## config.mk

```make
export PLATFORM = sky130hd
export DESIGN_NAME = irq_setclr_ctrl
export DESIGN_NICKNAME = d
export VERILOG_FILES = /design/src/rtl/irq_sc_pkg.sv /design/src/rtl/irq_edge_det.sv /design/src/rtl/irq_sc_reg.sv /design/src/rtl/irq_setclr_ctrl.sv
export SDC_FILE = /design/constraint.sdc
export NUM_CORES = 1
export LEC_CHECK = 0
export ABC_CLOCK_PERIOD_IN_PS = 1150
export BUFFER_PORTS_ARGS = -buffer_cell sky130_fd_sc_hd__buf_2
export CAP_MARGIN = 15
export CORE_MARGIN = 4
export CORE_UTILIZATION = 49
export DETAILED_ROUTE_END_ITERATION = 8
export GPL_ROUTABILITY_DRIVEN = 0
export GPL_TIMING_DRIVEN = 0
export PLACE_DENSITY = 0.76
export SYNTH_ARGS = -nofsm -noshare
export SYNTH_HDL_FRONTEND = slang
export SYNTH_HIERARCHICAL = 1
export SYNTH_SLANG_ARGS = --single-unit
export TNS_END_PERCENT = 20
```

## constraint.sdc

```tcl
create_clock -name clk_i -period 1.15 [get_ports clk_i]
set_input_delay 0.0575 -clock clk_i [delete_from_list [all_inputs] [get_ports clk_i]]
set_output_delay 0.0575 -clock clk_i [all_outputs]
set_load 0.005 [all_outputs]
```

## src/rtl/irq_sc_pkg.sv

```systemverilog
package irq_sc_pkg;

   typedef enum logic [1:0] {
      RSEL_NONE,
      RSEL_RAW,
      RSEL_MASKED,
      RSEL_MASK
   } rsel_e;

   function automatic rsel_e rsel_decode(input logic is_raw, input logic is_masked,
                                         input logic is_mask);
      if (is_raw)         return RSEL_RAW;
      else if (is_masked) return RSEL_MASKED;
      else if (is_mask)   return RSEL_MASK;
      else                return RSEL_NONE;
   endfunction

endpackage

```

## src/rtl/irq_edge_det.sv

```systemverilog
module irq_edge_det #(
   parameter int W = 31
) (
   input  logic         clk_i,
   input  logic         rst_n_i,
   input  logic [W-1:0] lvl_i,
   output logic [W-1:0] rise_o
);
   logic [W-1:0] hist_q;

   always_ff @(posedge clk_i) begin
      if (!rst_n_i) hist_q <= '0;
      else          hist_q <= lvl_i;
   end

   assign rise_o = lvl_i & ~hist_q;
endmodule

```

## src/rtl/irq_sc_reg.sv

```systemverilog
module irq_sc_reg #(
   parameter int W = 32
) (
   input  logic         clk_i,
   input  logic         rst_n_i,
   input  logic         set_we_i,
   input  logic         clr_we_i,
   input  logic [W-1:0] wdata_i,
   input  logic [W-1:0] hw_set_i,
   output logic [W-1:0] q_o
);
   logic [W-1:0] q_d;

   always_comb begin
      q_d = q_o;
      if (set_we_i)      q_d = q_o | wdata_i;
      else if (clr_we_i) q_d = q_o & ~wdata_i;
      q_d = q_d | hw_set_i;
   end

   always_ff @(posedge clk_i) begin
      if (!rst_n_i) q_o <= '0;
      else          q_o <= q_d;
   end
endmodule

```

## src/rtl/irq_setclr_ctrl.sv

```systemverilog
module irq_setclr_ctrl
   import irq_sc_pkg::*;
#(
   parameter int DATA_W       = 32,
   parameter int ADDR_W       = 4,
   parameter int EVT_SET_ADDR = 0,
   parameter int EVT_CLR_ADDR = 1,
   parameter int MSK_SET_ADDR = 2,
   parameter int MSK_CLR_ADDR = 3,
   parameter bit REG_IRQ      = 1'b0
) (
   input  logic              clk_i,
   input  logic              rst_n_i,
   input  logic [DATA_W-2:0] src_i,
   input  logic              wen_i,
   input  logic [ADDR_W-1:0] addr_i,
   input  logic [DATA_W-1:0] wdata_i,
   output logic [DATA_W-1:0] rdata_o,
   output logic              irq_o
);
   localparam int EVT_W   = DATA_W - 1;
   localparam int MB      = DATA_W - 1;
   localparam int ADDR_LIM = 1 << ADDR_W;

   if (DATA_W < 2) begin : g_bad_width
      $error("irq_setclr_ctrl: DATA_W must be at least 2");
   end
   if (EVT_SET_ADDR >= ADDR_LIM || EVT_CLR_ADDR >= ADDR_LIM ||
       MSK_SET_ADDR >= ADDR_LIM || MSK_CLR_ADDR >= ADDR_LIM) begin : g_bad_addr
      $error("irq_setclr_ctrl: register address outside ADDR_W range");
   end
   if (EVT_SET_ADDR == EVT_CLR_ADDR || EVT_SET_ADDR == MSK_SET_ADDR ||
       EVT_SET_ADDR == MSK_CLR_ADDR || EVT_CLR_ADDR == MSK_SET_ADDR ||
       EVT_CLR_ADDR == MSK_CLR_ADDR || MSK_SET_ADDR == MSK_CLR_ADDR) begin : g_dup_addr
      $error("irq_setclr_ctrl: register addresses must be distinct");
   end

   logic hit_es, hit_ec, hit_ms, hit_mc;
   assign hit_es = (addr_i == ADDR_W'(EVT_SET_ADDR));
   assign hit_ec = (addr_i == ADDR_W'(EVT_CLR_ADDR));
   assign hit_ms = (addr_i == ADDR_W'(MSK_SET_ADDR));
   assign hit_mc = (addr_i == ADDR_W'(MSK_CLR_ADDR));

   logic [EVT_W-1:0]  rise;
   logic [EVT_W-1:0]  evt_q;
   logic [DATA_W-1:0] msk_q;

   irq_edge_det #(.W(EVT_W)) u_edge (
      .clk_i   (clk_i),
      .rst_n_i (rst_n_i),
      .lvl_i   (src_i),
      .rise_o  (rise)
   );

   irq_sc_reg #(.W(EVT_W)) u_evt (
      .clk_i    (clk_i),
      .rst_n_i  (rst_n_i),
      .set_we_i (wen_i && hit_es),
      .clr_we_i (wen_i && hit_ec),
      .wdata_i  (wdata_i[EVT_W-1:0]),
      .hw_set_i (rise),
      .q_o      (evt_q)
   );

   irq_sc_reg #(.W(DATA_W)) u_msk (
      .clk_i    (clk_i),
      .rst_n_i  (rst_n_i),
      .set_we_i (wen_i && hit_ms),
      .clr_we_i (wen_i && hit_mc),
      .wdata_i  (wdata_i),
      .hw_set_i ('0),
      .q_o      (msk_q)
   );

   logic [EVT_W-1:0] enabled;
   assign enabled = evt_q & msk_q[EVT_W-1:0];

   rsel_e rsel;
   assign rsel = rsel_decode(hit_es, hit_ec, hit_ms || hit_mc);

   always_comb begin
      unique case (rsel)
         RSEL_RAW:    rdata_o = {1'b0, evt_q};
         RSEL_MASKED: rdata_o = {1'b0, enabled};
         RSEL_MASK:   rdata_o = msk_q;
         default:     rdata_o = '0;
      endcase
   end

   logic irq_d;
   assign irq_d = msk_q[MB] && (|enabled);

   if (REG_IRQ) begin : g_irq_reg
      logic irq_q;
      always_ff @(posedge clk_i) begin
         if (!rst_n_i) irq_q <= 1'b0;
         else          irq_q <= irq_d;
      end
      assign irq_o = irq_q;
   end else begin : g_irq_comb
      assign irq_o = irq_d;
   end
endmodule

```

==> run summary, run 1 <==
In this run the critical register-to-register path is launched from u_msk/q_o[24]. The post-route minimum period is 1772 ps, and the core footprint is 9284 µm². Once the floorplan was initialized, standard cells occupied 50.67% of the core. The clock-pin slew of the registers on the worst-case setup and hold paths came out at 90 ps. In the synthesized netlist, the number of instances is 437. The flow ran to the end, but the final reports show violations. The logs give 0 for the number of hold violations in the final report and 683 for the post-layout net count.

The residual antenna-violating net count after detailed routing was 0. Count of cell types in the netlist: 29. The timing-limited maximum frequency was 564.4 MHz. The initialized floorplan defines 35 standard-cell rows.

The endpoint identified for the worst register-to-register timing path is u_msk/q_o[24]. The horizontal die dimension was 106.0 µm; the average cell area after synthesis was 10.77 µm². Setup repair after global routing could not meet its margin everywhere. After detailed routing, the average wire length per cell comes to 18.81 µm.

The total overflow left after global routing is 0. The critical path class is flop to output port. For the part of the power in the clock network, the log shows 32.1%. In the routed design, unresolved DRC markers number 0. The run gives 94 as the clock sink total. Setup violations remaining at the end of the flow were counted as 7. The logs give 4,275 for the number of global-route vias before repair and 49.5% for the sequential share of power. The worst setup path is captured at an output port. In this run the deepest clock path goes through 2 buffers.

The share of total power in combinational logic came out at 18.5%. Counting instances, the worst hold path has a depth of 3. Post-CTS timing repair inserted 0 buffers for setup. The tools report the initial antenna violation count as 1.

During synthesis, Yosys emitted a total of 6 warnings. Tracing the worst setup path back leads to its startpoint at u_evt/q_o[5]. Entering global routing, the biggest net connects 16 pins. The register-to-register setup slack was 290 ps. The total leakage power is 0.002918 µW, and the data required time of the worst path is 1090 ps. In this run the most critical hold path is launched from wdata_i[26].

For the netlist area before placement, the log shows 4705 µm². The final reports fail on setup timing. The final design instance area without fill came out at 6456 µm². The insertion delay to the later sink of the worst-skew pair is 360 ps. The root buffer cell was sky130_fd_sc_hd__clkbuf_8. The area of placed instances is 5495 µm². Worst min-delay path category: primary input to flop. The first-iteration detailed-routing DRC count came out at 227. For this run, the total global-route usage over all layers was measured as 24.28%. In the final layout, flip-flops and latches occupy 1921 µm². The layout cell share with drive strength beyond 1 came out at 53.32%. TritonCTS built the clock tree. The clock arrives with 12.06 ps of skew. Worst vdd rail ir drop: 0.6537 mV. Counting cells, the worst reg-to-reg path comes to 2. The run gives 21.46 mm as the global-route wire length before repair.

TritonCTS created 9 clock buffers. The data arrival time of the worst path is 1710 ps. Before antenna repair, the detailed router went through 6 iterations. Half-perimeter wire length after detailed placement: 9.726 mm. Dividing the final minimum period by the clock period gives 154.1%. Input and output buffers added on the ports amount to 101.

The area growth from synthesis to layout is 37.23%. The run gives 0 as the total count of max-transition violations in the final report. The number of filler cells placed in the layout was 752; the part of the Yosys area used for sequential elements was 40.00%. The final setup slack of the worst path is -621.7 ps, and the largest fanout on the critical path is 3. The tools report the category of the worst setup path launch point as a flop.

The detailed-route via count came out at 4,162. The total internal power came out at 5486 µW. The path with the worst hold slack has its endpoint at u_evt/q_o[26].

In the routed layout, each cell is associated on average with a via count of 5.572. The pre-CTS worst setup slack was -561.8 ps; the CTS H-tree depth was 3. Measured along the y axis, the die boundary spans 106.0 µm. Of the total power, the share spent switching nets is 26.55%.

The number of max-cap violations was 0; the synthesized flop and latch total was 94. 103 I/O pins were placed. In this run the power spent charging and discharging nets is 1983 µW. The total wirelength of the detailed-routed design came out at 14.05 mm. The total power density per cell area was 1157 nW/µm²; the total die area was 11,230 µm². The area of the multi-input gates is 2984 µm².
cells by family (layout without fill, tap and decap cells):
| logic type | count (synthesis) | count (layout) | synth area share, % |
|---|---|---|---|
| buffers and inverters | 32 | 181 | 4.122 |
| AO/OA/AOI/OAI | 236 | 236 | 45.56 |
| AND/OR/NAND/NOR | 74 | 74 | 10.24 |
| other | 1 | 33 | 0.07971 |
| flip-flops | 94 | 94 | 40.00 |
Yosys cell counts (all sizes together):
master / n / area share (%)
dfxtp: 94 / 40
a21bo: 63 / 13
a21boi: 63 / 15
a21oi: 63 / 6.7
and2: 31 / 4.9
nor2b: 31 / 4.1
o221a: 31 / 7.4
buf: 20 / 3.1
clkbuf: 11 / 0.96
a22oi: 8 / 1.3
nor2: 4 / 0.32
a221oi: 3 / 0.96
a22o: 3 / 0.56
nand4: 3 / 0.40
nor3: 2 / 0.21
a222oi: 1 / 0.21
and3: 1 / 0.13
conb: 1 / 0.080
inv: 1 / 0.080
nand2: 1 / 0.080
nand3: 1 / 0.11
o31a: 1 / 0.19
cells in the final DEF (no fill, tap or decap), types with 2 or more instances in the layout:
cell	count
sky130_fd_sc_hd__a21boi_2	60
sky130_fd_sc_hd__a221oi_2	3
sky130_fd_sc_hd__buf_4	7
sky130_fd_sc_hd__nor2_2	3
sky130_fd_sc_hd__conb_1	32
sky130_fd_sc_hd__o221a_4	23
sky130_fd_sc_hd__and2_2	28
sky130_fd_sc_hd__nor2b_1	31
sky130_fd_sc_hd__and2_1	3
sky130_fd_sc_hd__clkbuf_8	9
sky130_fd_sc_hd__nand4_1	3
sky130_fd_sc_hd__clkbuf_1	7
sky130_fd_sc_hd__dfxtp_2	31
sky130_fd_sc_hd__dlygate4sd3_1	33
sky130_fd_sc_hd__o221a_2	6
sky130_fd_sc_hd__a21boi_1	3
sky130_fd_sc_hd__a21bo_2	32
sky130_fd_sc_hd__clkinvlp_4	2
sky130_fd_sc_hd__a21bo_1	31
sky130_fd_sc_hd__a22o_1	3
sky130_fd_sc_hd__o221a_1	2
sky130_fd_sc_hd__nor3_4	2
sky130_fd_sc_hd__a21oi_1	63
sky130_fd_sc_hd__clkbuf_2	4
sky130_fd_sc_hd__bufinv_16	2
sky130_fd_sc_hd__a22oi_1	8
sky130_fd_sc_hd__buf_6	27
sky130_fd_sc_hd__buf_2	87
sky130_fd_sc_hd__dfxtp_1	63
state kept, by name, summed over array words and instances (netlist names):
register,count
u_edge/hist_q,31
u_msk/q_o,32
u_evt/q_o,31
area by class of cell:
type	count	area share, %
sequential	94	29.75
buffer	31	3.275
inverter	1	0.05814
multi-input combinational	342	46.22
tap	129	2.500
timing repair buffer	134	14.88
clock inverter	5	1.298
antenna	1	0.03876
clock buffer	10	1.977
critical path, cell delays in order, from the launching register on:
cell                       delay (ps)
sky130_fd_sc_hd__dfxtp_2          340
sky130_fd_sc_hd__a22o_1           240
sky130_fd_sc_hd__a221oi_2         220
sky130_fd_sc_hd__nand4_1          120
sky130_fd_sc_hd__o31a_1           280
sky130_fd_sc_hd__buf_2            140
layer usage:
| metal | vias to the layer above | GRT usage (%) | part of all wire [%] |
|---|---|---|---|
| li1 | 1956 | - | - |
| met1 | 2025 | 29.55 | 42 |
| met4 | 0 | 10.18 | 2.5 |
| met3 | 26 | 3.825 | 5.5 |
| met2 | 155 | 42.53 | 50 |
| met5 | - | 0 | 0 |
worst max-delay path by stage:
| stage | end | slack [ps] | depth (start not counted) |
|---|---|---|---|
| 2_1_floorplan | u_msk/q_o[0] | -20 | 7 |
| 3_3_place_gp | u_evt/q_o[21] | -480 | 7 |
| 3_5_place_dp | u_evt/q_o[19] | -560 | 7 |
| 4_1_cts | irq_o | -610 | 5 |
| 5_1_grt | irq_o | -710 | 5 |
| 6_report | irq_o | -620 | 5 |
stage by stage:
stage | hold WS [ps] | power [µW] | TNS [ps] | utilization, % | cells
final | 18.51 | 7469 | -694.9 | 69.54 | 747
after global routing | 13.49 | 7775 | -1600 | 69.54 | 747
after CTS | 3.173 | 7390 | -1135 | 66.33 | 746
after detailed placement | 276.2 | 4890 | -35100 | 59.19 | 698
after global placement | 272.2 | 4836 | -29200 | 59.19 | 698
after floorplan | 179.2 | 4444 | -1252 | - | 468
power by group through the flow:
stage	combinational, µW	sequential, µW	clock [µW]
after floorplan	785	3660	0
after global placement	1120	3710	0
after detailed placement	1160	3730	0
after CTS	1280	3670	2440
after global routing	1490	3720	2570
final	1380	3690	2400
what timing repair did:
item                       in CTS  in global routing
hold buffers                   33                  0
hold endpoints to repair       33                  0
setup endpoints to repair      94                 85
gates resized for setup        42                 50
pin swaps                       0                  1
Note: power is estimated with default switching activity, not from simulation.
==> run 2, diff against run 1 <==
--- a/config.mk
+++ b/config.mk
@@ -8,11 +8,13 @@
 export ABC_CLOCK_PERIOD_IN_PS = 1150
 export BUFFER_PORTS_ARGS = -buffer_cell sky130_fd_sc_hd__buf_2
 export CAP_MARGIN = 15
+export CORE_ASPECT_RATIO = 1.1
 export CORE_MARGIN = 4
 export CORE_UTILIZATION = 49
 export DETAILED_ROUTE_END_ITERATION = 8
 export GPL_ROUTABILITY_DRIVEN = 0
 export GPL_TIMING_DRIVEN = 0
+export MAX_ROUTING_LAYER = met4
 export PLACE_DENSITY = 0.76
 export SYNTH_ARGS = -nofsm -noshare
 export SYNTH_HDL_FRONTEND = slang
==> run summary, run 2 (synthesis gave the netlist of run 1 again) <==
The run gives 25.11% as the total global routing track utilization. The reg-to-reg startpoint is u_msk/q_o[14]. VDD sags by at most 0.5809 mV. The total power consumption of the routed design came out at 7455 µW. The most critical setup path has its endpoint at irq_o. In the final routed layout, each cell accounts on average for 18.25 µm. The library cells used most frequently in the layout, excluding fill and tap cells, are 85 x sky130_fd_sc_hd__buf_2, 67 x sky130_fd_sc_hd__dfxtp_1, 63 x sky130_fd_sc_hd__a21oi_1. The ratio of routed vias to standard cells was 5.516; the share of total power in combinational logic was 18.4%. The number of buffers and inverters on the critical path works out to 1. The detailed router finished its first iteration with 245 violations.

The cell sitting at the root of the clock tree is a sky130_fd_sc_hd__clkbuf_8. The first global-routing pass estimated 21.42 mm of wire. The switching part of the total was 25.94%; the area growth from synthesis to layout was 37.85%. The logs give 9.650 ps for the clock skew after layout and 11,230 µm² for the total die area. The tools report the clock sink total as 94.

Traced cell by cell, the critical path runs through a22o_1 > a221oi_2 > nand4_1 > o31a_1 > buf_2. Once the floorplan was initialized, standard cells occupied 50.31% of the core. Leaving out fill and tap cells, the most frequent cell in the layout is sky130_fd_sc_hd__buf_2. The total overflow left after global routing is 0.

The final reports fail on setup timing. Summed over all layers, the routed wires come to 13.65 mm. The final route contains 4,126 vias. Of the available clock period, the critical path in the final layout requires 158.6%. The number of max-cap violations is 0, and the number of buffers between clock root and the deepest sink is 2. The delay of the slowest cell on the worst path came out at 360 ps.

In the routed design, unresolved DRC markers number 0. The critical path runs through a total of 5 cells. The total internal power is 5521 µW.

The first detailed-routing pass took 5 iterations. On the critical path the largest part of the delay comes from compound AO/OA/AOI/OAI gates. The part of the power in the clock network was 32.1%. The clock tree synthesis step divided the H-tree into 3 levels. The finished cells cover 6485 µm². The half-perimeter wire length after detailed placement was 9.614 mm; the core footprint was 9351 µm². Setup repair after global routing could not meet its margin everywhere. Setup violations remaining at the end of the flow were counted as 22.

The tools report the final setup slack of the worst path as -674.2 ps. The logs give 0 for the residual antenna-violating net count after detailed routing and 696 for the post-layout net count. In this run the tool buffered the top-level ports with 101 buffer cells. The tools report the count of boundary I/O pins as 103. The floorplan die height was 110.8 µm. TritonCTS built the clock tree.

Element type at the critical path end: an output port. The worst register-to-register path ends at u_msk/q_o[14]. The first element of the critical path is u_msk/q_o[10]. The number of antenna diodes in the final layout is 0. Along the worst path, the maximum fanout reaches 3. The number of cells on the worst reg-to-reg path is 2.

The number of filler cells placed in the layout was 707. STA classifies the critical path startpoint as a flop. Entering global routing, the biggest net connects 15 pins. u_msk/q_o holds more flip-flops than any other register. For the number of global-route vias before repair, the log shows 4,179. Slowest stage cell on the critical path: sky130_fd_sc_hd__dfxtp_1. In this run the power spent charging and discharging nets is 1934 µW.

The analysis attributes to cell leakage a power of 0.002937 µW. The critical path in this run is classified as flop to output port. Data on the critical path arrives at its endpoint at 1770 ps. Hold is met by 9.419 ps. The post-route minimum period is 1824 ps.

The run finished, with violations left. For the initial antenna violation count, the log shows 0. The later pin in the worst-skew pair is clocked with a latency of 370 ps. In this run the post-CTS setup repair buffer count came out at 0. Data on the critical path is required at its endpoint by 1090 ps. Of the total power, registers draw 49.5%. Derived from the worst setup path, the maximum achievable clock frequency is 548.2 MHz.

In the final layout, the registers with the most flip-flops are u_msk/q_o: 32 flops, u_edge/hist_q: 31 flops, u_evt/q_o: 31 flops. The area of placed instances is 5480 µm². Number of hold violations in the final report: 0. The worst min-delay path category was primary input to flop.

The die is 101.4 µm wide. Clock-pin slew was measured on the worst setup and hold paths at 90 ps. Clock tree synthesis inserted a total of 9 buffers.

After floorplanning, the core was divided into 37 placement rows. The register with the most flip-flops in the layout has 32 of them. Dividing total power by cell area gives a power density of 1150 nW/µm². The total count of max-transition violations in the final report was 0. For flop-to-flop paths, the worst setup slack is 270 ps. The post-route netlist has 51.66% of its cells at a drive strength greater than 1.
==> run 2: cell type report <==
cell class	count	area, µm²	area share, %
buffer	31	215.2	3.319
clock buffer	14	182.7	2.817
clock inverter	2	37.54	0.5788
inverter	1	3.754	0.05788
multi-input combinational	342	2903	44.76
sequential	94	1918	29.58
tap	117	146.4	2.257
timing repair buffer	147	1079	16.63
==> run 2: worst register-to-register path: cells and delay by family, from the launching register on <==
kind / cells / cell delay (ps)
AO/OA/AOI/OAI: 2 / 370
flip-flops: 1 / 450
==> run 2: per-stage QoR <==
stage               setup WS (ps)  instances  utilization (%)  TNS (ps)
floorplan                  -21.53        468                -     -1252
global placement           -441.8        686            58.60    -26730
detailed placement         -484.2        686            58.60    -28560
CTS                        -662.5        748            68.62     -1334
global route               -727.9        748            69.35     -1959
finish                     -674.2        748            69.35     -1007
==> run 2: worst min path at each step <==
stage	endpoint	cells past startpoint	startpoint
detailed placement	u_edge/hist_q[24]	2	src_i[24]
floorplan	u_edge/hist_q[23]	1	src_i[23]
global placement	u_edge/hist_q[24]	2	src_i[24]
finish	u_evt/q_o[25]	3	wdata_i[25]
global route	u_msk/q_o[26]	3	wdata_i[26]
CTS	u_evt/q_o[16]	3	wdata_i[16]
==> run 2: layer usage <==
metal	part of all wire, %	GRT usage [%]
met1	41	30.55
met2	50	40.05
met3	6.1	3.713
met4	3.2	12.59
met5	0	-
==> run 2: power groups by stage <==
stage	Sequential (µW)	Clock (µW)	Combinational (µW)
2_1_floorplan	3660	0	785
3_3_place_gp	3720	0	1120
3_5_place_dp	3730	0	1160
4_1_cts	3680	2430	1340
5_1_grt	3710	2530	1490
6_report	3690	2390	1370
==> run 2: timing repair <==
action                                 in CTS  in global routing
setup endpoints to repair                  92                 93
pin swaps                                   1                  0
endpoints found under the hold margin      51                  0
hold buffers                               46                  0
gates resized for setup                    60                 21
